===== src/rtl/lcd_seq_pkg.sv =====
package lcd_seq_pkg;

  typedef enum logic [1:0] {
    MODE_STATIC = 2'd0,
    MODE_MUX2   = 2'd1,
    MODE_MUX3   = 2'd2,
    MODE_MUX4   = 2'd3
  } drive_mode_e;

  typedef logic [1:0] level_t;

  localparam level_t LVL_GND    = 2'd0;
  localparam level_t LVL_THIRD  = 2'd1;
  localparam level_t LVL_2THIRD = 2'd2;
  localparam level_t LVL_FULL   = 2'd3;

  // Logical phase in which physical backplane k is driven active.
  function automatic logic [1:0] bp_phase_map(drive_mode_e m, logic [1:0] k);
    logic [1:0] ph;
    case (m)
      MODE_STATIC: ph = 2'd0;
      MODE_MUX2:   ph = {1'b0, k[0]};
      MODE_MUX3:   ph = (k == 2'd3) ? 2'd1 : k;
      default:     ph = k;
    endcase
    return ph;
  endfunction

endpackage


===== src/rtl/lcd_frame_timer.sv =====
module lcd_frame_timer
  import lcd_seq_pkg::*;
#(
  parameter int FRAME_DIV = 24
) (
  input  logic        clk,
  input  logic        rst_n,
  input  drive_mode_e mode_in,
  input  logic        bank_in,
  output logic        load,
  output logic        frame_new,
  output logic [1:0]  phase,
  output logic        pol,
  output drive_mode_e mode_q,
  output logic [1:0]  ram_col,
  output logic        frame_start
);

  localparam int CW = $clog2(FRAME_DIV / 2);

  logic          started;
  logic          bank_q;
  logic [CW-1:0] slot_cnt;
  logic [CW-1:0] slot_last;
  drive_mode_e   nxt_mode;
  logic          nxt_bank;
  logic [1:0]    nxt_phase;
  logic          nxt_pol;

  // Slot length = FRAME_DIV / (2 * backplanes)
  always_comb begin
    case (mode_q)
      MODE_STATIC: slot_last = CW'(FRAME_DIV / 2 - 1);
      MODE_MUX2:   slot_last = CW'(FRAME_DIV / 4 - 1);
      MODE_MUX3:   slot_last = CW'(FRAME_DIV / 6 - 1);
      default:     slot_last = CW'(FRAME_DIV / 8 - 1);
    endcase
  end

  always_comb begin
    load      = !started || (slot_cnt == slot_last);
    frame_new = load && (!started || (pol && (phase == mode_q)));
    nxt_mode  = frame_new ? mode_in : mode_q;
    nxt_bank  = frame_new ? bank_in : bank_q;
    if (frame_new) begin
      nxt_phase = 2'd0;
      nxt_pol   = 1'b0;
    end else if (phase == mode_q) begin
      nxt_phase = 2'd0;
      nxt_pol   = 1'b1;
    end else begin
      nxt_phase = 2'(phase + 2'd1);
      nxt_pol   = pol;
    end
    // alternate bank only reachable with one or two backplanes
    ram_col = (nxt_bank && !nxt_mode[1]) ? (nxt_phase | 2'd2) : nxt_phase;
  end

  always_ff @(posedge clk or negedge rst_n) begin
    if (!rst_n) begin
      started     <= 1'b0;
      slot_cnt    <= '0;
      phase       <= 2'd0;
      pol         <= 1'b0;
      mode_q      <= MODE_STATIC;
      bank_q      <= 1'b0;
      frame_start <= 1'b0;
    end else begin
      started     <= 1'b1;
      frame_start <= frame_new;
      if (load) begin
        slot_cnt <= '0;
        phase    <= nxt_phase;
        pol      <= nxt_pol;
        mode_q   <= nxt_mode;
        bank_q   <= nxt_bank;
      end else begin
        slot_cnt <= CW'(slot_cnt + 1'b1);
      end
    end
  end

endmodule


===== src/rtl/lcd_seg_latch.sv =====
module lcd_seg_latch #(
  parameter int SEGS = 32
) (
  input  logic            clk,
  input  logic            rst_n,
  input  logic            load,
  input  logic [SEGS-1:0] ram_bits,
  output logic [SEGS-1:0] seg_q
);

  always_ff @(posedge clk or negedge rst_n) begin
    if (!rst_n)    seg_q <= '0;
    else if (load) seg_q <= ram_bits;
  end

endmodule


===== src/rtl/lcd_level_drive.sv =====
module lcd_level_drive
  import lcd_seq_pkg::*;
#(
  parameter int SEGS = 32,
  parameter int BPS  = 4
) (
  input  logic              disp_en,
  input  drive_mode_e       mode_q,
  input  logic [1:0]        phase,
  input  logic              pol,
  input  logic [SEGS-1:0]   seg_q,
  output logic [2*SEGS-1:0] seg_lvl,
  output logic [2*BPS-1:0]  bp_lvl
);

  level_t on_lvl, off_lvl, act_lvl, idle_lvl;

  always_comb begin
    on_lvl   = pol ? LVL_FULL : LVL_GND;
    act_lvl  = pol ? LVL_GND : LVL_FULL;
    idle_lvl = pol ? LVL_2THIRD : LVL_THIRD;
    if (mode_q == MODE_STATIC) off_lvl = act_lvl;
    else                       off_lvl = pol ? LVL_THIRD : LVL_2THIRD;
  end

  for (genvar i = 0; i < SEGS; i++) begin : g_seg
    assign seg_lvl[2*i +: 2] = !disp_en ? LVL_GND :
                               (seg_q[i] ? on_lvl : off_lvl);
  end

  for (genvar k = 0; k < BPS; k++) begin : g_bp
    logic active;
    assign active = (bp_phase_map(mode_q, 2'(k)) == phase);
    assign bp_lvl[2*k +: 2] = !disp_en ? LVL_GND :
                              (active ? act_lvl : idle_lvl);
  end

endmodule


===== src/rtl/lcd_mux_seq.sv =====
module lcd_mux_seq
  import lcd_seq_pkg::*;
#(
  parameter int SEGS      = 32,
  parameter int FRAME_DIV = 24
) (
  input  logic              clk,
  input  logic              rst_n,
  input  logic              disp_en,
  input  logic [1:0]        drive_mode,
  input  logic              bank_alt,
  input  logic [SEGS-1:0]   ram_bits,
  output logic [1:0]        ram_col,
  output logic              frame_start,
  output logic [2*SEGS-1:0] seg_lvl,
  output logic [7:0]        bp_lvl
);

  localparam int BPS = 4;

  logic            load;
  logic            frame_new;
  logic [1:0]      phase;
  logic            pol;
  drive_mode_e     mode_q;
  logic [SEGS-1:0] seg_q;

  lcd_frame_timer #(.FRAME_DIV(FRAME_DIV)) u_timer (
    .clk         (clk),
    .rst_n       (rst_n),
    .mode_in     (drive_mode_e'(drive_mode)),
    .bank_in     (bank_alt),
    .load        (load),
    .frame_new   (frame_new),
    .phase       (phase),
    .pol         (pol),
    .mode_q      (mode_q),
    .ram_col     (ram_col),
    .frame_start (frame_start)
  );

  lcd_seg_latch #(.SEGS(SEGS)) u_latch (
    .clk      (clk),
    .rst_n    (rst_n),
    .load     (load),
    .ram_bits (ram_bits),
    .seg_q    (seg_q)
  );

  lcd_level_drive #(.SEGS(SEGS), .BPS(BPS)) u_drive (
    .disp_en (disp_en),
    .mode_q  (mode_q),
    .phase   (phase),
    .pol     (pol),
    .seg_q   (seg_q),
    .seg_lvl (seg_lvl),
    .bp_lvl  (bp_lvl)
  );

endmodule


===== config.mk =====
export PLATFORM = sky130hd
export DESIGN_NAME = lcd_mux_seq
export DESIGN_NICKNAME = d
export VERILOG_FILES = /design/src/rtl/lcd_seq_pkg.sv /design/src/rtl/lcd_frame_timer.sv /design/src/rtl/lcd_seg_latch.sv /design/src/rtl/lcd_level_drive.sv /design/src/rtl/lcd_mux_seq.sv
export SDC_FILE = /design/constraint.sdc
export NUM_CORES = 1
export LEC_CHECK = 0
export CAP_MARGIN = 10
export CORE_MARGIN = 2
export CORE_UTILIZATION = 30
export DETAILED_ROUTE_END_ITERATION = 16
export GPL_ROUTABILITY_DRIVEN = 0
export PLACE_DENSITY = 0.69
export REMOVE_ABC_BUFFERS = 1
export SYNTH_ARGS = -nofsm -noshare
export SYNTH_HDL_FRONTEND = slang
export SYNTH_SLANG_ARGS = --single-unit

===== constraint.sdc =====
create_clock -name clk -period 2.7 [get_ports clk]
set_input_delay 0.54 -clock clk [delete_from_list [all_inputs] [get_ports clk]]
set_output_delay 0.54 -clock clk [all_outputs]
set_load 0.01 [all_outputs]

==> impl_metrics.ini <==
[timing]
fmax_ghz = 0.3847
fin_crit_sh_pct = 96.27
skew_ns = 0.002718
timing.hold.ws_ns = 0.1989
setup_viol = 0
fin_ws_ns = 0.1006
drv_slew = 0
rsz0062_at_grt = false
fin_crit_ns = 2.599
finalHoldViolations = 0

[layout]
n_antenna_cell = 0
layout.nets = 486
drive_gt1_share_pct = 9.888
final_cells = 578
final_area_sq_um = 4458
num-fill-cells = 998
area_growth_pct = 46.69
fin_util_pct = 45.40

[power]
irDropWorstVdd_mv = 0.2569
power_density_nw_per_um2 = 490.9
leakage_uw = 0.002017

[route]
via_per_inst = 4.760
drcViolationCount = 0
drt_wl_total_microns = 8211
route.vias.total = 2751
dr.first_iter.drc_count = 120
postRouteAntennaNets = 0
drt_first_pass_iters = 5
routedWlPerCell_microns = 14.21

[synth]
syn_inst = 334
synth-async-reset-ratio_pct = 100.0
ys_warn_count = 0
ys.flop_type = dfrtp_1
ys_ff_latch = 44
syn_area_sq_um = 3039
seq_area_frac_synth_pct = 36.23
ys_types = 37
syn_avg_cell_area_sq_um = 9.099
synth_edf_count = 0

[floorplanning]
core_sq_um = 9819
io_pins = 113
placementRows = 36
start_util_pct = 30.95
die_h_microns = 104.7
die_w_microns = 104.7
dieArea_sq_um = 10950

[placement]
dp_hpwl_microns = 5593
post_dp_cell_area_sq_um = 4315
portBuffers = 112
post-place-cells = 563
dp_slack_ns = -0.5000

[clocking]
cts_tree = yes
path_clk_slew_ns = 0.08
cts_sinks = 44
clock_latency_ns = 0.29
ctsHtreeMaxLevel = 2
clockBufferDepth = 2
root_buffer = clkbuf_8
cts_buffers = 5

[setup_path]
rr_worst_depth = 7
reg2reg_from = u_timer.mode_q[0]
cp.required_ns = 2.16
crit_arrival_ns = 2.06
endpoint_kind = output port
reg2reg_slack_ns = 0.71
r2r_end = u_latch.seg_q[30]
path_max_fanout = 16
cp-start-kind = flip-flop
critPathKind = reg -> out

[global_routing]
grt_pass1_wl_microns = 13120
grt_antenna_before_repair = 0
grt_usage_pct = 14.38
grt_max_degree = 43
grt-ovfl-total = 0
grt_pass1_vias = 2646

[worst_hold_path]
hold_path.class = in -> async

[flow_run]
maxCapViolCount = 0

[run_status]
status = finished clean
[cell families after synthesis]
kind of cell / synth area share [%]
fa+ha+maj: 1.647
buf+inv: 5.558
flops: 36.23
compound gates: 17.54
xor+xnor: 2.306
other cells: 0.1234
simple gates: 22.27
mux: 14.33
[sequential cells by signal, indices dropped and copies added, names as in the netlist]
| register | cells |
|---|---|
| u_timer.pol | 1 |
| u_timer.mode_q | 2 |
| u_latch.seg_q | 32 |
| u_timer.frame_start | 1 |
| u_timer.bank_q | 1 |
| u_timer.phase | 2 |
| u_timer.started | 1 |
| u_timer.slot_cnt | 4 |
[per-layer routing]
| layer | up-vias | part of all wire (%) | track usage, % |
|---|---|---|---|
| li1 | 1348 | - | - |
| met1 | 1323 | 47 | 19.33 |
| met2 | 78 | 47 | 24.14 |
| met3 | 2 | 5.4 | 3.306 |
| met4 | 0 | 0.18 | 2.095 |
| met5 | - | 0 | 0 |
[placed cells by master (no fill, tap or decap), types with 2 or more instances in the layout]
master,n
nand3_1,2
nor4bb_1,2
nor3_1,5
xnor2_1,3
a21boi_0,32
clkdlybuf4s15_1,2
o21ai_0,35
mux2_2,5
a21oi_1,3
dfrtp_1,44
mux2_1,31
a21boi_1,2
nand2_1,35
nor2_4,3
dlymetal6s2s_1,2
clkbuf_8,6
and2_1,35
clkbuf_1,2
buf_12,4
buf_2,2
dlygate4sd2_1,64
ha_1,2
or3_1,2
ha_4,2
xor2_1,4
inv_1,7
mux2i_1,3
clkdlybuf4s50_1,42
buf_4,13
nand2b_1,32
[power breakdown]
part / switching, uW / internal [uW] / total [uW]
combinational: 439 / 497 / 936
sequential: 81.5 / 745 / 827
clock: 217 / 209 / 426
[timing repair]
| item | 4_1_cts | 5_1_grt |
|---|---|---|
| endpoints found under the setup margin | 66 | 34 |
| setup buffers | 5 | 0 |
| gates cloned | 1 | 1 |
| gates resized for setup | 71 | 10 |
| hold buffers | 0 | 0 |
| pin swaps | 2 | 1 |
[per-stage QoR]
stage	total power (uW)	TNS, ns
4_1_cts	2183	0
5_1_grt	2337	0
3_3_place_gp	1748	-13.16
2_1_floorplan	1283	-11.71
6_report	2189	0
3_5_place_dp	1768	-14.53
[critical path, cell delays in order, from the launching register on]
cell           delay, ns
dfrtp_1             0.38
or2_2               0.35
ha_4                0.32
buf_12              0.16
nand2b_1            0.06
a21boi_0            0.20
dlygate4sd2_1       0.30
[cells in the mapped netlist (5+ instances only)]
cell type	number	share of area (%)
dfrtp_1	44	36
o21ai_0	36	5.9
and2_1	35	7.2
nand2_1	35	4.3
a21boi_0	34	8.4
nand2b_1	32	6.6
mux2_1	31	11
clkbuf_1	19	2.3
buf_4	7	1.7
inv_1	7	0.86
mux2_2	5	1.9
nor3_1	5	0.82
xor2_1	5	1.4
[area by class of cell]
type	instances	area, sq um	share of cell area (%)
multi-input cells	254	1821	40.84
inverters	8	30.03	0.6736
well taps	133	166.4	3.733
repair buffers	131	1250	28.04
flip-flops and latches	44	1101	24.70
clock buffers	8	90.09	2.021
[worst max path at each step]
| stage | end | cells past startpoint | startpoint |
|---|---|---|---|
| 2_1_floorplan | seg_lvl[11] | 5 | u_timer.pol |
| 3_3_place_gp | seg_lvl[9] | 6 | u_timer.mode_q[1] |
| 3_5_place_dp | seg_lvl[27] | 6 | u_timer.mode_q[1] |
| 4_1_cts | seg_lvl[8] | 6 | u_timer.mode_q[1] |
| 5_1_grt | seg_lvl[16] | 6 | u_timer.mode_q[1] |
| 6_report | seg_lvl[16] | 6 | u_timer.mode_q[1] |
Note: power is estimated with default switching activity, not from simulation.
